[src/rtl/irqd_pkg.sv]
package irqd_pkg;
  localparam int unsigned SRC_COUNT = 10;
  localparam int unsigned STAT_W    = SRC_COUNT + 1;
  localparam int unsigned NMI_POS   = SRC_COUNT;

  typedef struct packed {
    logic pend;
    logic insvc;
  } slot_flags_t;
endpackage

[src/rtl/irqd_slot.sv]
module irqd_slot (
  input  logic                  clk,
  input  logic                  rst,
  input  logic                  req_i,
  input  logic                  grant_i,
  input  logic                  retire_i,
  output irqd_pkg::slot_flags_t flags_o
);
  logic                  req_q;
  irqd_pkg::slot_flags_t st;
  logic                  rise;

  assign rise    = req_i & ~req_q;
  assign flags_o = st;

  always_ff @(posedge clk) begin
    if (rst) begin
      req_q    <= 1'b0;
      st.pend  <= 1'b0;
      st.insvc <= 1'b0;
    end else begin
      req_q <= req_i;
      if (!req_i) begin
        st.pend  <= 1'b0;
        st.insvc <= 1'b0;
      end else if (grant_i) begin
        st.pend  <= 1'b0;
        st.insvc <= 1'b1;
      end else begin
        if (retire_i) st.insvc <= 1'b0;
        if (rise && !st.insvc) st.pend <= 1'b1;
      end
    end
  end

  AST_DROP_CLEARS: assert property (@(posedge clk) disable iff (rst)
    !req_i |=> (!st.pend && !st.insvc));
  AST_SVC_NO_PEND: assert property (@(posedge clk) disable iff (rst)
    (st.insvc && !retire_i) |=> !st.pend);
endmodule

[src/rtl/irqd_arbiter.sv]
module irqd_arbiter #(
  parameter int unsigned N = 10
) (
  input  logic         clk,
  input  logic         rst,
  input  logic [N-1:0] pend_i,
  input  logic [N-1:0] insvc_i,
  input  logic         ack_i,
  input  logic         reti_i,
  output logic [N-1:0] grant_o,
  output logic [N-1:0] retire_o,
  output logic [N-1:0] stat_next_o,
  output logic         irq_o
);
  always_comb begin
    logic blocked, granted, retired, shown, live;
    blocked     = 1'b0;
    granted     = 1'b0;
    retired     = 1'b0;
    shown       = 1'b0;
    grant_o     = '0;
    retire_o    = '0;
    stat_next_o = '0;
    irq_o       = 1'b0;
    for (int i = 0; i < int'(N); i++) begin
      live  = pend_i[i] & ~blocked;
      irq_o = irq_o | live;
      if (ack_i && live && !granted) begin
        grant_o[i] = 1'b1;
        granted    = 1'b1;
      end
      if (reti_i && insvc_i[i] && !retired) begin
        retire_o[i] = 1'b1;
        retired     = 1'b1;
      end
      stat_next_o[i] = insvc_i[i] | (pend_i[i] & ~shown);
      shown          = shown | stat_next_o[i];
      blocked        = blocked | insvc_i[i];
    end
  end

  AST_GRANT_ONEHOT: assert property (@(posedge clk) disable iff (rst)
    $onehot0(grant_o));
  AST_RETIRE_ONEHOT: assert property (@(posedge clk) disable iff (rst)
    $onehot0(retire_o));
  AST_GRANT_PENDING: assert property (@(posedge clk) disable iff (rst)
    ((grant_o & ~pend_i) == '0));
endmodule

[src/rtl/irqd_status.sv]
module irqd_status #(
  parameter int unsigned N = 10,
  localparam int unsigned W = N + 1
) (
  input  logic         clk,
  input  logic         rst,
  input  logic [N-1:0] stat_next_i,
  input  logic [N-1:0] insvc_i,
  input  logic         nmi_i,
  input  logic         mode_i,
  input  logic [W-1:0] mask_i,
  output logic [W-1:0] status_o,
  output logic         dma_delay_o
);
  always_ff @(posedge clk) begin
    if (rst) status_o <= '0;
    else     status_o <= {nmi_i, stat_next_i};
  end

  assign dma_delay_o = mode_i & (|(status_o & mask_i));

  AST_SVC_SHOWN: assert property (@(posedge clk) disable iff (rst)
    1'b1 |=> ((status_o[N-1:0] & $past(insvc_i)) == $past(insvc_i)));
  AST_ONE_PEND_SHOWN: assert property (@(posedge clk) disable iff (rst)
    1'b1 |=> $onehot0(status_o[N-1:0] & ~$past(insvc_i)));
  AST_NMI_TRACK: assert property (@(posedge clk) disable iff (rst)
    1'b1 |=> (status_o[N] == $past(nmi_i)));
endmodule

[src/rtl/irq_daisy_ctrl.sv]
module irq_daisy_ctrl #(
  parameter int unsigned NUM_SRC = 10,
  localparam int unsigned SW = NUM_SRC + 1
) (
  input  logic               clk,
  input  logic               rst,
  input  logic [NUM_SRC-1:0] req_i,
  input  logic               ack_i,
  input  logic               reti_i,
  input  logic               nmi_i,
  input  logic               im2_mode_i,
  input  logic [SW-1:0]      dma_mask_i,
  output logic               irq_o,
  output logic [SW-1:0]      status_o,
  output logic               dma_delay_o
);
  logic [NUM_SRC-1:0] pend, insvc, grant, retire, stat_next;

  for (genvar g = 0; g < int'(NUM_SRC); g++) begin : g_slot
    irqd_pkg::slot_flags_t fl;
    irqd_slot u_slot (
      .clk     (clk),
      .rst     (rst),
      .req_i   (req_i[g]),
      .grant_i (grant[g]),
      .retire_i(retire[g]),
      .flags_o (fl)
    );
    assign pend[g]  = fl.pend;
    assign insvc[g] = fl.insvc;
  end

  irqd_arbiter #(.N(NUM_SRC)) u_arb (
    .clk        (clk),
    .rst        (rst),
    .pend_i     (pend),
    .insvc_i    (insvc),
    .ack_i      (ack_i),
    .reti_i     (reti_i),
    .grant_o    (grant),
    .retire_o   (retire),
    .stat_next_o(stat_next),
    .irq_o      (irq_o)
  );

  irqd_status #(.N(NUM_SRC)) u_stat (
    .clk        (clk),
    .rst        (rst),
    .stat_next_i(stat_next),
    .insvc_i    (insvc),
    .nmi_i      (nmi_i),
    .mode_i     (im2_mode_i),
    .mask_i     (dma_mask_i),
    .status_o   (status_o),
    .dma_delay_o(dma_delay_o)
  );

  AST_IRQ_NEEDS_PEND: assert property (@(posedge clk) disable iff (rst)
    irq_o |-> (pend != '0));
endmodule

[config.mk]
export PLATFORM = sky130hd
export DESIGN_NAME = irq_daisy_ctrl
export DESIGN_NICKNAME = d
export VERILOG_FILES = /design/src/rtl/irqd_pkg.sv /design/src/rtl/irqd_slot.sv /design/src/rtl/irqd_arbiter.sv /design/src/rtl/irqd_status.sv /design/src/rtl/irq_daisy_ctrl.sv
export SDC_FILE = /design/constraint.sdc
export NUM_CORES = 1
export LEC_CHECK = 0
export ABC_AREA = 0
export ABC_CLOCK_PERIOD_IN_PS = 2300
export BUFFER_PORTS_ARGS = -buffer_cell sky130_fd_sc_hd__buf_2
export CELL_PAD_IN_SITES_DETAIL_PLACEMENT = 1
export CELL_PAD_IN_SITES_GLOBAL_PLACEMENT = 1
export CORE_MARGIN = 3
export CORE_UTILIZATION = 41
export CTS_BUF_LIST = sky130_fd_sc_hd__clkbuf_4 sky130_fd_sc_hd__clkbuf_8
export DETAILED_ROUTE_END_ITERATION = 10
export GPL_ROUTABILITY_DRIVEN = 0
export PLACE_DENSITY_LB_ADDON = 0.1
export SYNTH_ARGS = -nofsm -noshare
export SYNTH_HDL_FRONTEND = slang
export SYNTH_SLANG_ARGS = --single-unit
export TNS_END_PERCENT = 5
[constraint.sdc]
create_clock -name clk -period 2.3 [get_ports clk]
set_clock_uncertainty 0.1 [all_clocks]
set_input_delay 0.46 -clock clk [delete_from_list [all_inputs] [get_ports clk]]
set_output_delay 0.46 -clock clk [all_outputs]
set_load 0.05 [all_outputs]
Yosys cells after proc, flatten, opt, wreduce, memory -nomap -nowiden:

Index checks and enable logic that the tools add are counted.

* reductions and logical operators: 107
* mux-type cells: 56
* bitwise gates (word level): 103

Operators by type and width (number)
* 1-bit 2-to-1 mux: 56
* 1-bit logical AND: 48
* 1-bit inverter: 38
* 1-bit bitwise OR: 35
* 3-bit OR reduction: 10
* 1-bit AND: 29
* 1-bit logical NOT: 28
* 2-bit nonzero test: 10
* 2-bit OR reduction: 10
* 11-bit AND: 1
* 11-bit OR reduction: 1

* input bits: 27
* output and inout bits: 13
* register bits: 41
* logic and storage cells: 297

Depth between registers and ports, before layout:

* depth after elaboration: 36
* gate-level depth with buffers: 5
* gate-level depth less buffers: 4

Hierarchy:

From an unflattened synthesis, not the netlist that was laid out.

* cells, all modules: 176
* area, all modules: 1828.0 um^2

Modules (own cells, without submodules)
* irqd_slot: cells an instance 8, area an instance 103.8 um^2, times used 10
* irqd_arbiter: cells an instance 66, area an instance 434.2 um^2, times used 1
* irqd_status: cells an instance 30, area an instance 355.3 um^2, times used 1

Worst setup path after synthesis:

Ideal clock, no wire load.

* kind: reg2out
* start point: register u_stat.status_o[5]
* end point: output dma_delay_o
* cell stages (with the launch flop): 5
* slack: -425 ps
* arrival time: 2165 ps
* buffers on the path: 0
* path through: dfxtp_1 a22o_1 a221oi_1 and3_1 a21boi_0

* word-level cells in the longest chain between the ends: 3

RTL lines
* start, declared: line irqd_status.sv:12 `output logic [W-1:0] status_o,`
* start signal, assigned: line irqd_status.sv:17 `else status_o <= {nmi_i, stat_next_i};`
* 11-bit AND: line irqd_status.sv:20 `assign dma_delay_o = mode_i & (|(status_o & mask_i));`
* 11-bit OR reduction: line irqd_status.sv:20
* 1-bit AND: line irqd_status.sv:20
* end, declared: line irq_daisy_ctrl.sv:15 `output logic dma_delay_o`

Every way passes these cells.

Worst setup path in the final report:

* start point: register g_slot[7].u_slot.flags_o[0] (netlist name)
* end point: output irq_o

* word-level cells in the longest chain between the ends: 5
* elaborated cells on any way between the ends: 8
* classes of those cells: bitwise: 8

RTL lines
* 1-bit bitwise OR *: line irqd_arbiter.sv:38 `blocked = blocked | insvc_i[i];`
* 1-bit inverter / 1-bit bitwise OR (equally long branches): line irqd_arbiter.sv:26, irqd_arbiter.sv:38
* 1-bit AND / 1-bit inverter (equally long branches): line irqd_arbiter.sv:26 `live = pend_i[i] & ~blocked;`
* 1-bit bitwise OR / 1-bit AND (equally long branches): line irqd_arbiter.sv:27, irqd_arbiter.sv:26
* 1-bit bitwise OR *: line irqd_arbiter.sv:27 `irq_o = irq_o | live;`
* end, declared: line irq_daisy_ctrl.sv:13 `output logic irq_o,`

Every way passes the cells marked *; elsewhere a longest branch is shown, timed or not.

==> results.toml <==
[status]
status = "complete, but fails checks"
violations = "setup timing"

[finish]
nets = 248
syn2layout_area_growth_pct = 23.3
layout_common_cells = "dfxtp_1, buf_2, nor2_1"
diodes = 0
final_area_um2 = 2010
layout-drive-gt1-share_pct = 27.0
fillers = 466

[critical_path]
rr_startpoint = "g_slot[7].u_slot.flags_o[0]"
r2r_setup_slack_ps = 340
reg2reg_depth = 5
cp_max_fo = 2
r2r_end = "g_slot[9].u_slot.flags_o[1]"
crit_type = "flop to output port"
end_kind = "output port"
worst_ep_required_time_ps = 1740
start_kind = "flop"
crit_arrival_ps = 1790

[clock_network]
cts-htree-levels = 2
cts_tree = "done"
ctsHoldBuffers = 0
numCtsBuffers = 5
clk_latency_ps = 290
cts_root_buf = "clkbuf_8"
path_clk_slew_ps = 80
cts.sinks = 41
clock_tree.buffer_depth = 2

[global_route]
grt_max_degree = 23
overflow = 0
antenna_found_initial = 0
grt_pass1_wl_um = 7340
track_usage_pct = 18.3
grt_pass1_vias = 1531

[power_and_ir_drop]
p_leak_nw = 0.861
powerDensity_nw_per_um2 = 738
power_mw = 1.49
vdd_drop_max_v = 0.000521

[sta]
worst-slew-pin-transition_ps = 539
post-route-worst-setup-slack_ps = -54.6
fin_crit_ps = 2350
fmax_mhz = 425
rsz0062_at_grt = "yes"
hold_viol_final = 0
fin_crit_sh_pct = 102
setup-violations-final = 1
slew_violations = 0
hold-worst-slack_ps = 286
relSlewSlack_pct = 63.8

[logic_synthesis]
syn_nets = 203
netlist_instances = 176
synth-seq-cells = 41
ys_async_sr_fraction_pct = 0
ys_warn_count = 0
syn_area_per_cell_um2 = 9.27
synth_edf_count = 0
ys_seq_area_share_pct = 50.3
synth.distinct_cells = 37
syn_area_um2 = 1630
ys.flop_type = "dfxtp_1"

[hold_path]
worstHoldStart = "nmi_i"
hold_path_depth = 2
min_to = "u_stat.status_o[10]"
hold_class = "input pin to flop"

[floorplan]
rows = 22
core-area_um2 = 3740
die_h_um = 69.1
start_util_pct = 43.6
pin_count = 40
die_x_um = 69.1
dieArea_um2 = 4770

[routing]
antenna_left = 0
first_iter_violations = 61
first_pass_iters = 4
drcViolationCount = 0
routedWlPerCell_um = 15.3
wirelength_um = 4120
vias_per_cell = 5.56
num_vias = 1502

[placed_design]
hpwl_um = 3090
io_buffers = 39
post_dp_cell_area_um2 = 1890
dp_slack_ps = 139

[job]
cap_violations = 0
==> metal layers <==
metal  up-vias  global-route usage (%)  routed length, um
met4         0                    5.64                 24
met3         4                    4.52                231
met2        45                    29.0               1950
li1        732                       -                  -
met1       721                    24.6               1910
met5         -                       0                  0
==> cell usage after synthesis, drive strengths merged, types with 2 or more instances <==
master  number  area share (%)
a21boi       6             2.8
a21oi        9             2.8
a22oi        2            0.92
a31oi        4             1.5
a32oi        2             1.1
and3         3             1.2
clkbuf       5             1.2
dfxtp       41              50
inv          6             1.4
nand2        6             1.4
nand2b       7             2.7
nand3        5             1.5
nand4        4             1.5
nor2        21             4.8
nor2b       15             5.8
nor3         6             2.8
nor4         3             1.2
nor4b        2             1.1
o211a        3             1.8
o211ai       2            0.92
o21ai        7             2.1
o22ai        3             1.2
o31ai        3             2.2
or4          2             1.2
==> sequential cells by signal, summed over array words and instances (netlist names) <==
name                   flops
g_slot.u_slot.req_q       10
u_stat.status_o           11
g_slot.u_slot.flags_o     20
==> worst max path at each step <==
stage | start | to | slack [ps] | depth (start not counted)
floorplan | g_slot[7].u_slot.flags_o[0] | irq_o | -90 | 4
CTS | g_slot[7].u_slot.flags_o[0] | irq_o | -100 | 5
finish | g_slot[7].u_slot.flags_o[0] | irq_o | -50 | 5
global route | g_slot[7].u_slot.flags_o[0] | irq_o | -150 | 5
global placement | g_slot[5].u_slot.flags_o[0] | irq_o | 170 | 5
detailed placement | g_slot[5].u_slot.flags_o[0] | irq_o | 140 | 5
==> report_power, final <==
part,leakage [nW],switching (mW),internal [mW]
Combinational,0.469,0.128,0.0813
Clock,0.0542,0.240,0.271
Sequential,0.338,0.0263,0.738
==> through the flow <==
stage / setup TNS, ps / utilization (%) / cells
global route: -149 / 53.7 / 270
floorplan: -144 / - / 176
CTS: -96.5 / 53.7 / 270
global placement: 0 / 50.5 / 260
finish: -54.6 / 53.7 / 270
detailed placement: 0 / 50.5 / 260
==> cell families (layout without fill, tap and decap cells) <==
family,Yosys count,after routing,share of synthesized area (%)
DFF,41,41,50.3
and+or+nand+nor,76,76,25.9
AOI/OAI and AO/OA,48,48,21.2
buffers and inverters,11,57,2.53
==> critical path, stage by stage (launching register included) <==
cell	delay [ps]
dfxtp_2	330
or4_4	540
a21oi_2	130
nor4b_1	60
o211ai_1	210
buf_4	240
==> cell type report <==
type | count | area (um^2) | area share (%)
Sequential cell | 41 | 827 | 41.1
Multi-Input combinational cell | 124 | 773 | 38.4
Timing Repair Buffer | 43 | 228 | 11.3
Clock buffer | 7 | 96.3 | 4.79
Tap cell | 48 | 60.1 | 2.99
Inverter | 6 | 22.5 | 1.12
Clock inverter | 1 | 5.00 | 0.249
==> timing repair <==
item | 4_1_cts | 5_1_grt
endpoints found under the setup margin | 1 | 1
pin swaps | 2 | 1
resized for setup | 3 | 0
setup buffers | 2 | 0
Power figures use the tool's default switching activity.
